## src/rtl/irq_ctrl_pkg.sv

```systemverilog
package irq_ctrl_pkg;
  localparam int DATA_W  = 16;
  localparam int ADDR_W  = 3;
  localparam int PORT_W  = 8;
  localparam int CTRL_W  = 6;
  localparam int CORE_W  = 3;

  localparam logic [ADDR_W-1:0] A_CTRL   = 3'd0;
  localparam logic [ADDR_W-1:0] A_CFLAG  = 3'd1;
  localparam logic [ADDR_W-1:0] A_PCHGEN = 3'd2;
  localparam logic [ADDR_W-1:0] A_PORT   = 3'd3;
  localparam logic [ADDR_W-1:0] A_PEN    = 3'd4;
  localparam logic [ADDR_W-1:0] A_PFLAG  = 3'd5;

  localparam int C_GLOB = 0;
  localparam int C_GRP  = 1;
  localparam int C_TMR  = 2;
  localparam int C_EXT  = 3;
  localparam int C_PORT = 4;
  localparam int C_RISE = 5;

  localparam int F_TMR  = 0;
  localparam int F_EXT  = 1;
  localparam int F_PORT = 2;
endpackage

```

## src/rtl/irq_flag_bank.sv

```systemverilog
module irq_flag_bank #(
  parameter int W = 3
) (
  input  logic         clk_i,
  input  logic         rst_ni,
  input  logic [W-1:0] set_i,
  input  logic         wr_i,
  input  logic [W-1:0] wdata_i,
  output logic [W-1:0] q_o
);
  for (genvar i = 0; i < W; i++) begin : g_bit
    logic flag_q;
    always_ff @(posedge clk_i or negedge rst_ni) begin
      if (!rst_ni)        flag_q <= 1'b0;
      else if (set_i[i])  flag_q <= 1'b1;  // hardware set beats software write
      else if (wr_i)      flag_q <= wdata_i[i];
    end
    assign q_o[i] = flag_q;
  end
endmodule

```

## src/rtl/irq_edge_det.sv

```systemverilog
module irq_edge_det (
  input  logic clk_i,
  input  logic rst_ni,
  input  logic pin_i,
  input  logic rise_sel_i,
  output logic evt_o
);
  logic prev_q;

  always_ff @(posedge clk_i or negedge rst_ni) begin
    if (!rst_ni) prev_q <= 1'b0;
    else         prev_q <= pin_i;
  end

  always_comb begin
    if (rise_sel_i) evt_o = pin_i & ~prev_q;
    else            evt_o = ~pin_i & prev_q;
  end
endmodule

```

## src/rtl/irq_port_chg.sv

```systemverilog
module irq_port_chg #(
  parameter int W = 8
) (
  input  logic         clk_i,
  input  logic         rst_ni,
  input  logic [W-1:0] port_i,
  input  logic [W-1:0] en_i,
  input  logic         refresh_i,
  output logic         evt_o
);
  logic [W-1:0] snap_q;
  logic [W-1:0] diff;

  always_ff @(posedge clk_i or negedge rst_ni) begin
    if (!rst_ni)        snap_q <= '0;
    else if (refresh_i) snap_q <= port_i;
  end

  assign diff  = (port_i ^ snap_q) & en_i;
  assign evt_o = |diff;
endmodule

```

## src/rtl/irq_combine.sv

```systemverilog
module irq_combine #(
  parameter int CW = 3,
  parameter int PW = 14
) (
  input  logic          glob_en_i,
  input  logic          grp_en_i,
  input  logic [CW-1:0] core_flag_i,
  input  logic [CW-1:0] core_en_i,
  input  logic [PW-1:0] per_flag_i,
  input  logic [PW-1:0] per_en_i,
  output logic          irq_o
);
  logic core_hit;
  logic per_hit;

  assign core_hit = |(core_flag_i & core_en_i);
  assign per_hit  = grp_en_i & (|(per_flag_i & per_en_i));
  assign irq_o    = glob_en_i & (core_hit | per_hit);
endmodule

```

## src/rtl/irq_flag_ctrl.sv

```systemverilog
module irq_flag_ctrl
  import irq_ctrl_pkg::*;
#(
  parameter int NUM_PERIPH = 14
) (
  input  logic                  clk_i,
  input  logic                  rst_ni,
  input  logic                  tmr_ovf_i,
  input  logic                  ext_pin_i,
  input  logic [PORT_W-1:0]     port_i,
  input  logic [NUM_PERIPH-1:0] periph_evt_i,
  input  logic [ADDR_W-1:0]     reg_addr_i,
  input  logic                  reg_wr_i,
  input  logic [DATA_W-1:0]     reg_wdata_i,
  input  logic                  reg_rd_i,
  output logic [DATA_W-1:0]     reg_rdata_o,
  output logic                  irq_o
);
  logic [CTRL_W-1:0]     ctrl_q;
  logic [PORT_W-1:0]     pchg_en_q;
  logic [NUM_PERIPH-1:0] periph_en_q;
  logic [CORE_W-1:0]     core_flag_q;
  logic [NUM_PERIPH-1:0] periph_flag_q;
  logic [CORE_W-1:0]     core_set;
  logic [CORE_W-1:0]     core_en;
  logic                  ext_evt;
  logic                  port_evt;
  logic                  wr_ctrl, wr_cflag, wr_pchg, wr_pen, wr_pflag;
  logic                  rd_port;
  logic                  unused_wdata;

  assign wr_ctrl  = reg_wr_i && (reg_addr_i == A_CTRL);
  assign wr_cflag = reg_wr_i && (reg_addr_i == A_CFLAG);
  assign wr_pchg  = reg_wr_i && (reg_addr_i == A_PCHGEN);
  assign wr_pen   = reg_wr_i && (reg_addr_i == A_PEN);
  assign wr_pflag = reg_wr_i && (reg_addr_i == A_PFLAG);
  assign rd_port  = reg_rd_i && (reg_addr_i == A_PORT);
  assign unused_wdata = ^reg_wdata_i;

  always_ff @(posedge clk_i or negedge rst_ni) begin
    if (!rst_ni) begin
      ctrl_q      <= '0;
      pchg_en_q   <= '0;
      periph_en_q <= '0;
    end else begin
      if (wr_ctrl) ctrl_q      <= reg_wdata_i[CTRL_W-1:0];
      if (wr_pchg) pchg_en_q   <= reg_wdata_i[PORT_W-1:0];
      if (wr_pen)  periph_en_q <= reg_wdata_i[NUM_PERIPH-1:0];
    end
  end

  irq_edge_det u_ext (
    .clk_i      (clk_i),
    .rst_ni     (rst_ni),
    .pin_i      (ext_pin_i),
    .rise_sel_i (ctrl_q[C_RISE]),
    .evt_o      (ext_evt)
  );

  irq_port_chg #(.W(PORT_W)) u_port (
    .clk_i     (clk_i),
    .rst_ni    (rst_ni),
    .port_i    (port_i),
    .en_i      (pchg_en_q),
    .refresh_i (rd_port),
    .evt_o     (port_evt)
  );

  always_comb begin
    core_set         = '0;
    core_set[F_TMR]  = tmr_ovf_i;
    core_set[F_EXT]  = ext_evt;
    core_set[F_PORT] = port_evt;
    core_en          = '0;
    core_en[F_TMR]   = ctrl_q[C_TMR];
    core_en[F_EXT]   = ctrl_q[C_EXT];
    core_en[F_PORT]  = ctrl_q[C_PORT];
  end

  irq_flag_bank #(.W(CORE_W)) u_core_flags (
    .clk_i   (clk_i),
    .rst_ni  (rst_ni),
    .set_i   (core_set),
    .wr_i    (wr_cflag),
    .wdata_i (reg_wdata_i[CORE_W-1:0]),
    .q_o     (core_flag_q)
  );

  irq_flag_bank #(.W(NUM_PERIPH)) u_per_flags (
    .clk_i   (clk_i),
    .rst_ni  (rst_ni),
    .set_i   (periph_evt_i),
    .wr_i    (wr_pflag),
    .wdata_i (reg_wdata_i[NUM_PERIPH-1:0]),
    .q_o     (periph_flag_q)
  );

  irq_combine #(.CW(CORE_W), .PW(NUM_PERIPH)) u_comb (
    .glob_en_i   (ctrl_q[C_GLOB]),
    .grp_en_i    (ctrl_q[C_GRP]),
    .core_flag_i (core_flag_q),
    .core_en_i   (core_en),
    .per_flag_i  (periph_flag_q),
    .per_en_i    (periph_en_q),
    .irq_o       (irq_o)
  );

  always_comb begin
    reg_rdata_o = '0;
    unique case (reg_addr_i)
      A_CTRL:   reg_rdata_o[CTRL_W-1:0]     = ctrl_q;
      A_CFLAG:  reg_rdata_o[CORE_W-1:0]     = core_flag_q;
      A_PCHGEN: reg_rdata_o[PORT_W-1:0]     = pchg_en_q;
      A_PORT:   reg_rdata_o[PORT_W-1:0]     = port_i;
      A_PEN:    reg_rdata_o[NUM_PERIPH-1:0] = periph_en_q;
      A_PFLAG:  reg_rdata_o[NUM_PERIPH-1:0] = periph_flag_q;
      default:  reg_rdata_o                 = '0;
    endcase
  end
endmodule

```

## config.mk

```make
export PLATFORM = sky130hd
export DESIGN_NAME = irq_flag_ctrl
export DESIGN_NICKNAME = d
export VERILOG_FILES = /design/src/rtl/irq_ctrl_pkg.sv /design/src/rtl/irq_flag_bank.sv /design/src/rtl/irq_edge_det.sv /design/src/rtl/irq_port_chg.sv /design/src/rtl/irq_combine.sv /design/src/rtl/irq_flag_ctrl.sv
export SDC_FILE = /design/constraint.sdc
export NUM_CORES = 1
export LEC_CHECK = 0
export ABC_AREA = 1
export BUFFER_PORTS_ARGS = -buffer_cell sky130_fd_sc_hd__buf_2
export CAP_MARGIN = 20
export CELL_PAD_IN_SITES_DETAIL_PLACEMENT = 0
export CELL_PAD_IN_SITES_GLOBAL_PLACEMENT = 1
export CORE_UTILIZATION = 25
export DETAILED_ROUTE_END_ITERATION = 12
export PLACE_DENSITY = 0.61
export SYNTH_ARGS = -nofsm -noshare
export SYNTH_HDL_FRONTEND = slang
export SYNTH_HIERARCHICAL = 1
export SYNTH_SLANG_ARGS = --single-unit
```

## constraint.sdc

```tcl
create_clock -name clk_i -period 2.7 [get_ports clk_i]
set_input_delay 0.405 -clock clk_i [delete_from_list [all_inputs] [get_ports clk_i]]
set_output_delay 0.405 -clock clk_i [all_outputs]
set_load 0.02 [all_outputs]
```

==> results.ini, run 1 <==
[run_status]
status=completed

[drt]
top_layer=met4
dr_wl_met3_um=414
detail-route-antenna-nets=0
drc=0
drt-met1-wl_um=4010
drt_pass1_iterations=5
drt-total-wl_um=8490
drtIter0Drc=144
wl_met2_um=3980
post_drt_wl_per_cell_um=12.9
vias_per_cell=4.22
vias=2788

[clocking]
cts_setup_buffers=0
clkLatencyLatePin_ns=0.29
htreeDepth=2
ctsResizeCount=0
hold_buffers=0
numCtsBuffers=5
clk_pin_slew_ns=0.08
cts_buffer_depth=2
cts_num_sinks=54
cts_root_buf=clkbuf_16
cts_tree=done

[setup_path]
rr_endpoint=u_core_flags/g_bit[2].flag_q
path_cells=buf_2 -> inv_1 -> nand3_1 -> o21ai_0 -> buf_2
critPathTopFamily=buffers and inverters
crit_fanout=13
reg2regPathDepth=8
cp.required_ns=2.30
critPathMaxStageDelay_ns=0.38
crit_type=in -> out
cp-start-kind=input pin
path_common_cell=buf_2
slowest_stage=nand3_1
worstPathArrival_ns=1.84
end_kind=output pin
cp_num_buf_inv=3
reg2reg_from=u_port/snap_q[0]
rrSetupSlack_ns=1.59

[layout]
final_nets=534
diodes=0
synthToLayoutAreaGrowth_pct=13.1
drive_above_1_share_pct=17.2
final_cell_mix=148 x nand2_1, 69 x inv_1, 59 x buf_2
final_common_cell=nand2_1

[sta]
hold_viol=0
period_needed_ns=2.24
slew_violations=0
setup_viol=0
slew_headroom_pct=56.6
worst_pin_slew_ns=0.650
rsz0062_at_grt=no
post-route-period-util_pct=83.0
fin_tns_setup_ns=0
max_freq_mhz=446
finClkSkew_ns=0.00459

[power]
vdd_drop_max_mv=0.280
p_switching_w=0.000688
p_int_w=0.00143
power_frac_clock_pct=31.1
p_per_area_mw_per_mm2=583
power_frac_comb_pct=21.0
p_leak_nw=2.01
sw_frac_of_total_pct=32.5
seqPwrFrac_pct=47.9
power_w=0.00212

[yosys]
yosys_warnings=6
ys_ff_latch=54
syn_area_per_cell_um2=7.16
syn_inst=449
synth_cell_types=21
synth_area_mm2=0.00322
seq_area_frac_synth_pct=42.0

[floorplan]
die_h_um=115
ios=64
start_util_pct=25.6
die-area_mm2=0.0133
placementRows=41
die_w_um=115
core_mm2=0.0126

[job]
maxCapViolations=0

[placed_design]
dpl.hpwl_um=6460
gp_congestion=0.785
port_buffers=59

[global_routing]
grt_pass1_vias=2766
track_usage_pct=13.7
grt_pass1_wl_um=13900
grt_antenna_before_repair=0
grt_overflow=0
grt_max_degree=31

[worst_hold_path]
worstHoldPathType=in -> async

==> power groups by stage <==
stage / sequential [W] / clock [W] / combinational (W)
final: 0.00101 / 0.000660 / 0.000444
after global routing: 0.00103 / 0.000708 / 0.000518
after CTS: 0.00101 / 0.000677 / 0.000454
after detailed placement: 0.00103 / 0 / 0.000452
after global placement: 0.00103 / 0 / 0.000442
after floorplan: 0.000998 / 0 / 0.000326
==> through the flow <==
stage	util (%)	area, µm²	hold WS, ns	setup WS, ns	std cells
detailed placement	27.8	3490	0.471	0.488	652
finish	28.9	3640	0.129	0.459	660
global route	28.9	3640	0.176	0.370	660
floorplan	-	3220	0.109	1.01	450
CTS	28.9	3640	0.152	0.483	660
global placement	27.8	3490	0.466	0.511	652
==> routing by layer <==
| layer | global-route usage (%) | up-vias |
|---|---|---|
| met5 | 0 | - |
| met4 | 3.12 | 0 |
| met3 | 2.93 | 7 |
| met2 | 22.8 | 66 |
| met1 | 18.3 | 1263 |
| li1 | - | 1452 |
==> cell families after synthesis <==
family	share of synthesized area, %
flops	42.0
simple gates	33.2
buf+inv	18.0
other cells	0.117
compound gates	6.65
==> area by class of cell <==
type,count,area (µm²)
fill,1427,8930
tap,172,215
multi-input combinational,287,1290
timing repair buffer,66,360
inverter,73,274
clock inverter,3,21.3
clock buffer,5,125
sequential,54,1350
==> worst register-to-register path: cells and delay by family, from the launching register on <==
kind,cells,cell delay (ns)
flip-flops,1,0.38
buffers and inverters,2,0.16
AND/OR/NAND/NOR,6,0.47
==> sequential cells by signal, indices dropped and copies added (netlist names) <==
signal and cells:
u_port/snap_q 8, ctrl_q 6, periph_en_q 14, pchg_en_q 8
u_ext/prev_q 1, u_per_flags/g_bit.flag_q 14, u_core_flags/g_bit.flag_q 3
==> how the worst max path moves through the flow <==
stage                   from         endpoint  cells after the start
6_report       reg_addr_i[1]  reg_rdata_o[10]                      5
5_1_grt        reg_addr_i[1]  reg_rdata_o[10]                      5
4_1_cts        reg_addr_i[1]   reg_rdata_o[8]                      5
3_5_place_dp   reg_addr_i[1]   reg_rdata_o[8]                      5
3_3_place_gp   reg_addr_i[1]   reg_rdata_o[9]                      5
2_1_floorplan  reg_addr_i[1]  reg_rdata_o[10]                      4
==> synthesized netlist by cell type (all sizes together) <==
master	instances	area share, %
conb	1	0.12
o21ai	39	6.1
nor3	2	1.0
nor2	21	2.7
dfrtp	54	42
clkbuf	4	1.7
nand4	16	3.1
inv	73	8.5
a22o	1	0.27
a21oi	2	0.31
buf	32	7.8
nand2	150	18
nand3	54	8.6
(Power assumes the default switching activity.)
==> inputs of run 2 (changes only) <==
==> constraint.sdc (replaced) <==
create_clock -name clk_i -period 2.1 [get_ports clk_i]
set_input_delay 0.315 -clock clk_i [delete_from_list [all_inputs] [get_ports clk_i]]
set_output_delay 0.315 -clock clk_i [all_outputs]
set_load 0.02 [all_outputs]
==> run 2 against run 1 <==
Routed wire length down 0.92%. Clock power increased by 39%. Clock skew decreased by 0.0027 ns. Power up 32%. Worst hold slack improved by 0.031 ns. Design area rose by 1.7%. Die area did not move.
==> results.ini, run 2 (same netlist as run 1, synthesis figures left out) <==
[sta]
worst_hold_slack_ns=0.160
slew_violations=0
slew_headroom_pct=51.0
fin_tns_setup_ns=0
period_needed_ns=1.80
worst_pin_slew_ns=0.735
setup_viol=0
hold_viol=0
post-route-period-util_pct=85.7
rsz0062_at_grt=no
max_freq_mhz=556
finClkSkew_ns=0.00193

[drt]
top_layer=met4
detail-route-antenna-nets=0
drtIter0Drc=162
drc=0
vias=2810
vias_per_cell=4.21
drt-total-wl_um=8410
drt-met1-wl_um=4160
post_drt_wl_per_cell_um=12.6
drt_pass1_iterations=4
wl_met2_um=3840
dr_wl_met3_um=367

[clocking]
cts_tree=done
hold_buffers=0
htreeDepth=2
cts_buffer_depth=2
ctsResizeCount=0
numCtsBuffers=5
clkLatencyLatePin_ns=0.29
cts_num_sinks=54
cts_setup_buffers=0
cts_root_buf=clkbuf_16
clk_pin_slew_ns=0.07

[power]
vdd_drop_max_mv=0.294
p_per_area_mw_per_mm2=756
power_w=0.00279
p_leak_nw=2.05

[layout]
synthToLayoutAreaGrowth_pct=14.9
final_nets=541
final_common_cell=nand2_1
reg_top3=periph_en_q x14, u_per_flags/g_bit.flag_q x14
diodes=0
final_cell_mix=148 x nand2_1, 69 x inv_1, 59 x buf_2
fillers=1434
drive_above_1_share_pct=18.4

[setup_path]
slowest_stage=dfrtp_1
crit_fanout=3
end_kind=output pin
critPathMaxStageDelay_ns=0.42
cp.required_ns=1.78
path_cells=nand2_1 -> nand2_1 -> nor2_1 -> nand2_1 -> o21ai_1 -> a21oi_1 -> buf_2
path_common_cell=nand2_1
crit_type=reg -> out
worstPathArrival_ns=1.48
cp-start-kind=flip-flop

[floorplan]
ios=64
placementRows=41
die-area_mm2=0.0133
start_util_pct=25.6
die_h_um=115
core_mm2=0.0126
die_w_um=115

[global_routing]
grt_pass1_wl_um=13900
grt_overflow=0
track_usage_pct=13.7
grt_max_degree=55
grt_pass1_vias=2671
grt_antenna_before_repair=0

[placed_design]
gp_congestion=0.777
port_buffers=59
dpl.hpwl_um=6460

[worst_hold_path]
worstHoldPathType=in -> async

[run_status]
status=completed

[job]
maxCapViolations=0

## run 2: changes by cell type in the layout (fill, tap and decap cells not counted)
cell        before  now
buf_4            6   14
buf_12           1    0
clkinv_4         1    0
clkinv_2         1    0
clkinvlp_4       1    0
clkbuf_8         0    3
## run 2: power breakdown
part / leakage [nW] / total [W] / switching (W) / internal, W
sequential: 0.617 / 0.00130 / 0.000117 / 0.00119
combinational: 1.35 / 0.000574 / 0.000360 / 0.000215
clock: 0.0832 / 0.000916 / 0.000375 / 0.000541
total: 2.05 / 0.00279 / 0.000852 / 0.00194
## run 2: worst paths after layout
check | from | endpoint | slack [ns] | cells past startpoint
worst max-delay path | u_per_flags/g_bit[5].flag_q | irq_o | 0.30 | 7
worst min-delay path | rst_ni | u_port/snap_q[6] | 0.16 | 2
worst max register to register | u_port/snap_q[0] | u_core_flags/g_bit[2].flag_q | 1.02 | 8
worst min register to register | periph_en_q[9] | periph_en_q[9] | 0.50 | 2
max in group asynchronous | rst_ni | periph_en_q[0] | 1.45 | 2
min in group clk_i | ext_pin_i | u_ext/prev_q | 0.16 | 1
## run 2: worst max-delay path: cells and delay by family, from the launching register on
family | cells | cell delay (ns)
AOI/OAI and AO/OA | 2 | 0.28
buffers and inverters | 1 | 0.17
DFF | 1 | 0.42
and+or+nand+nor | 4 | 0.32
## run 2: area by class of cell
| class | count | area [µm²] | area share (%) |
|---|---|---|---|
| inverter | 73 | 274 | 7.41 |
| tap | 172 | 215 | 5.82 |
| multi-input combinational | 287 | 1290 | 34.9 |
| clock buffer | 8 | 166 | 4.50 |
| timing repair buffer | 73 | 400 | 10.8 |
| sequential | 54 | 1350 | 36.6 |
## run 2: layer usage
layer	vias up	GRT usage, %
met5	-	0
met4	0	3.12
met3	2	2.77
met2	55	22.0
met1	1283	19.0
li1	1470	-
## run 2: per-stage QoR
stage / setup WS (ns) / instance area, µm² / utilization (%) / cells
2_1_floorplan: 0.589 / 3220 / - / 450
3_3_place_gp: 0.243 / 3530 / 28.1 / 659
3_5_place_dp: 0.264 / 3530 / 28.1 / 659
4_1_cts: 0.243 / 3700 / 29.4 / 667
5_1_grt: 0.171 / 3700 / 29.4 / 667
6_report: 0.300 / 3700 / 29.4 / 667
==> inputs of run 3 (changes only) <==
==> constraint.sdc (replaced) <==
create_clock -name clk_i -period 1.85 [get_ports clk_i]
set_input_delay 0.2775 -clock clk_i [delete_from_list [all_inputs] [get_ports clk_i]]
set_output_delay 0.2775 -clock clk_i [all_outputs]
set_load 0.02 [all_outputs]
==> run 3 against run 2 <==
Power grew 11%. Combinational power grew 16%. Clock skew grew 0.0021 ns. Clock-buffer cell count shrank 2. Critical path depth grew 1. Highest routed layer unchanged. Non-clock buffer count grew 3. Sequential share of layout area shrank 0.21 points. Worst hold slack lost 0.041 ns. Register-to-register slack lost 0.25 ns. Cell count grew 0.15%. Sequential power grew 14%.
==> results.ini, run 3 (same netlist as run 1, synthesis figures left out) <==
[drt]
post_drt_wl_per_cell_um=12.8
vias_per_cell=4.22
drc=0
drt-total-wl_um=8550
drtIter0Drc=139
drt_pass1_iterations=4
detail-route-antenna-nets=0
vias=2822

[job]
maxCapViolations=0

[layout]
instances_no_fill=668
fillers=1415
final_common_cell=nand2_1
final_area_mm2=0.00372
final_nets=544
reg_top3=periph_en_q x14, u_per_flags/g_bit.flag_q x14
synthToLayoutAreaGrowth_pct=15.6
multi_input_area_mm2=0.00130
drive_above_1_share_pct=19.0
final_cell_mix=148 x nand2_1, 69 x inv_1, 59 x buf_2
fin_util_pct=29.6
diodes=0
regArea_mm2=0.00135

[setup_path]
cp-start-kind=input pin
reg2regPathDepth=8
cp_num_buf_inv=4
cp.required_ns=1.57
path_cells=buf_2 -> inv_1 -> nor2_1 -> nand3_1 -> nand2_1 -> inv_1 -> nand2_1 -> buf_2
rr_endpoint=u_core_flags/g_bit[2].flag_q
rrSetupSlack_ns=0.77
reg2reg_from=u_port/snap_q[6]
end_kind=output pin
worstPathArrival_ns=1.47
critPathMaxStageDelay_ns=0.29
critPathTopFamily=buffers and inverters
slowest_stage=nor2_1
crit_fanout=11
crit_type=in -> out

[floorplan]
die_h_um=115
core_mm2=0.0126
die_w_um=115
placementRows=41
die-area_mm2=0.0133
ios=64
start_util_pct=25.6

[sta]
slew_violations=0
setup_viol=0
fin_tns_setup_ns=0
rsz0062_at_grt=no
post-route-period-util_pct=94.3
finClkSkew_ns=0.00408
period_needed_ns=1.74
max_freq_mhz=573
hold_viol=0

[clocking]
clk_pin_slew_ns=0.07
numCtsBuffers=5
cts_root_buf=clkbuf_16
htreeDepth=2
clkLatencyLatePin_ns=0.30
cts_num_sinks=54
cts_tree=done
cts_buffer_depth=2

[global_routing]
grt_antenna_before_repair=0
grt_pass1_vias=2771
grt_max_degree=55
grt_pass1_wl_um=14100
track_usage_pct=13.9
grt_overflow=0

[placed_design]
dp_cells=660
dpl.hpwl_um=6540
place_area_mm2=0.00355
port_buffers=59
gp_congestion=0.814

[power]
p_leak_nw=2.06
vdd_drop_max_mv=0.328
power_w=0.00310
p_per_area_mw_per_mm2=833

[worst_hold_path]
min_to=u_ext/prev_q
worstHoldPathType=in -> reg
hp-start=ext_pin_i
timing.hold.worst_path_depth=1

[run_status]
status=completed

[run 3: cell count changes in the layout (fill, tap and decap cells not counted), sizes merged]
| cell | change |
|---|---|
| dlygate4sd3 | +1 |
| buf | +2 |
| clkbuf | -2 |
[run 3: final cells by class]
class                           instances  area share [%]
Sequential cell                        54            36.4
Multi-Input combinational cell        287            35.0
Timing Repair Buffer                   76            11.8
Inverter                               73            7.37
Tap cell                              172            5.79
Clock buffer                            6            3.74
[run 3: how the worst max path moves through the flow]
stage | start | to | slack, ns | cells after the start
floorplan | reg_addr_i[1] | reg_rdata_o[10] | 0.41 | 4
global placement | reg_addr_i[1] | u_per_flags/g_bit[4].flag_q | 0.009 | 7
detailed placement | reg_addr_i[1] | u_per_flags/g_bit[7].flag_q | -0.04 | 7
CTS | reg_addr_i[1] | reg_rdata_o[8] | 0.02 | 5
global route | u_per_flags/g_bit[10].flag_q | irq_o | 0.01 | 7
finish | reg_addr_i[1] | reg_rdata_o[1] | 0.11 | 8
[run 3: worst register-to-register path: stages, from the launching register on]
cell and delay (ns):
dfrtp_1 0.38, inv_1 0.07, nand2_1 0.05, nand3_1 0.08, nand2_1 0.06, nor2_1 0.10
nand2_1 0.08, inv_1 0.08, nand3_1 0.07
[run 3: report_power, final]
part	internal (W)	leakage, nW	total [W]	switching (W)
Clock	0.000525	0.0688	0.000946	0.000421
Combinational	0.000252	1.37	0.000664	0.000412
Sequential	0.00135	0.617	0.00148	0.000137
[run 3: timing repair]
action,in CTS,in global routing
resized for setup,0,3
hold buffers,1,0
endpoints found under the hold margin,28,0
setup buffers,0,1
setup endpoints to repair,0,7
[run 3: stage by stage]
step	hold WS, ns	worst slack, ns
after floorplan	-0.0181	0.414
after global placement	0.305	0.00943
after detailed placement	0.306	-0.0373
after CTS	0.113	0.0247
after global routing	0.123	0.00964
final	0.119	0.105
[run 3: layer usage]
metal / global-route usage [%] / vias up / routed length [µm]
li1: - / 1469 / -
met1: 18.5 / 1281 / 4040
met2: 23.1 / 66 / 3970
met3: 3.45 / 6 / 458
met4: 2.42 / 0 / 82
met5: 0 / - / 0
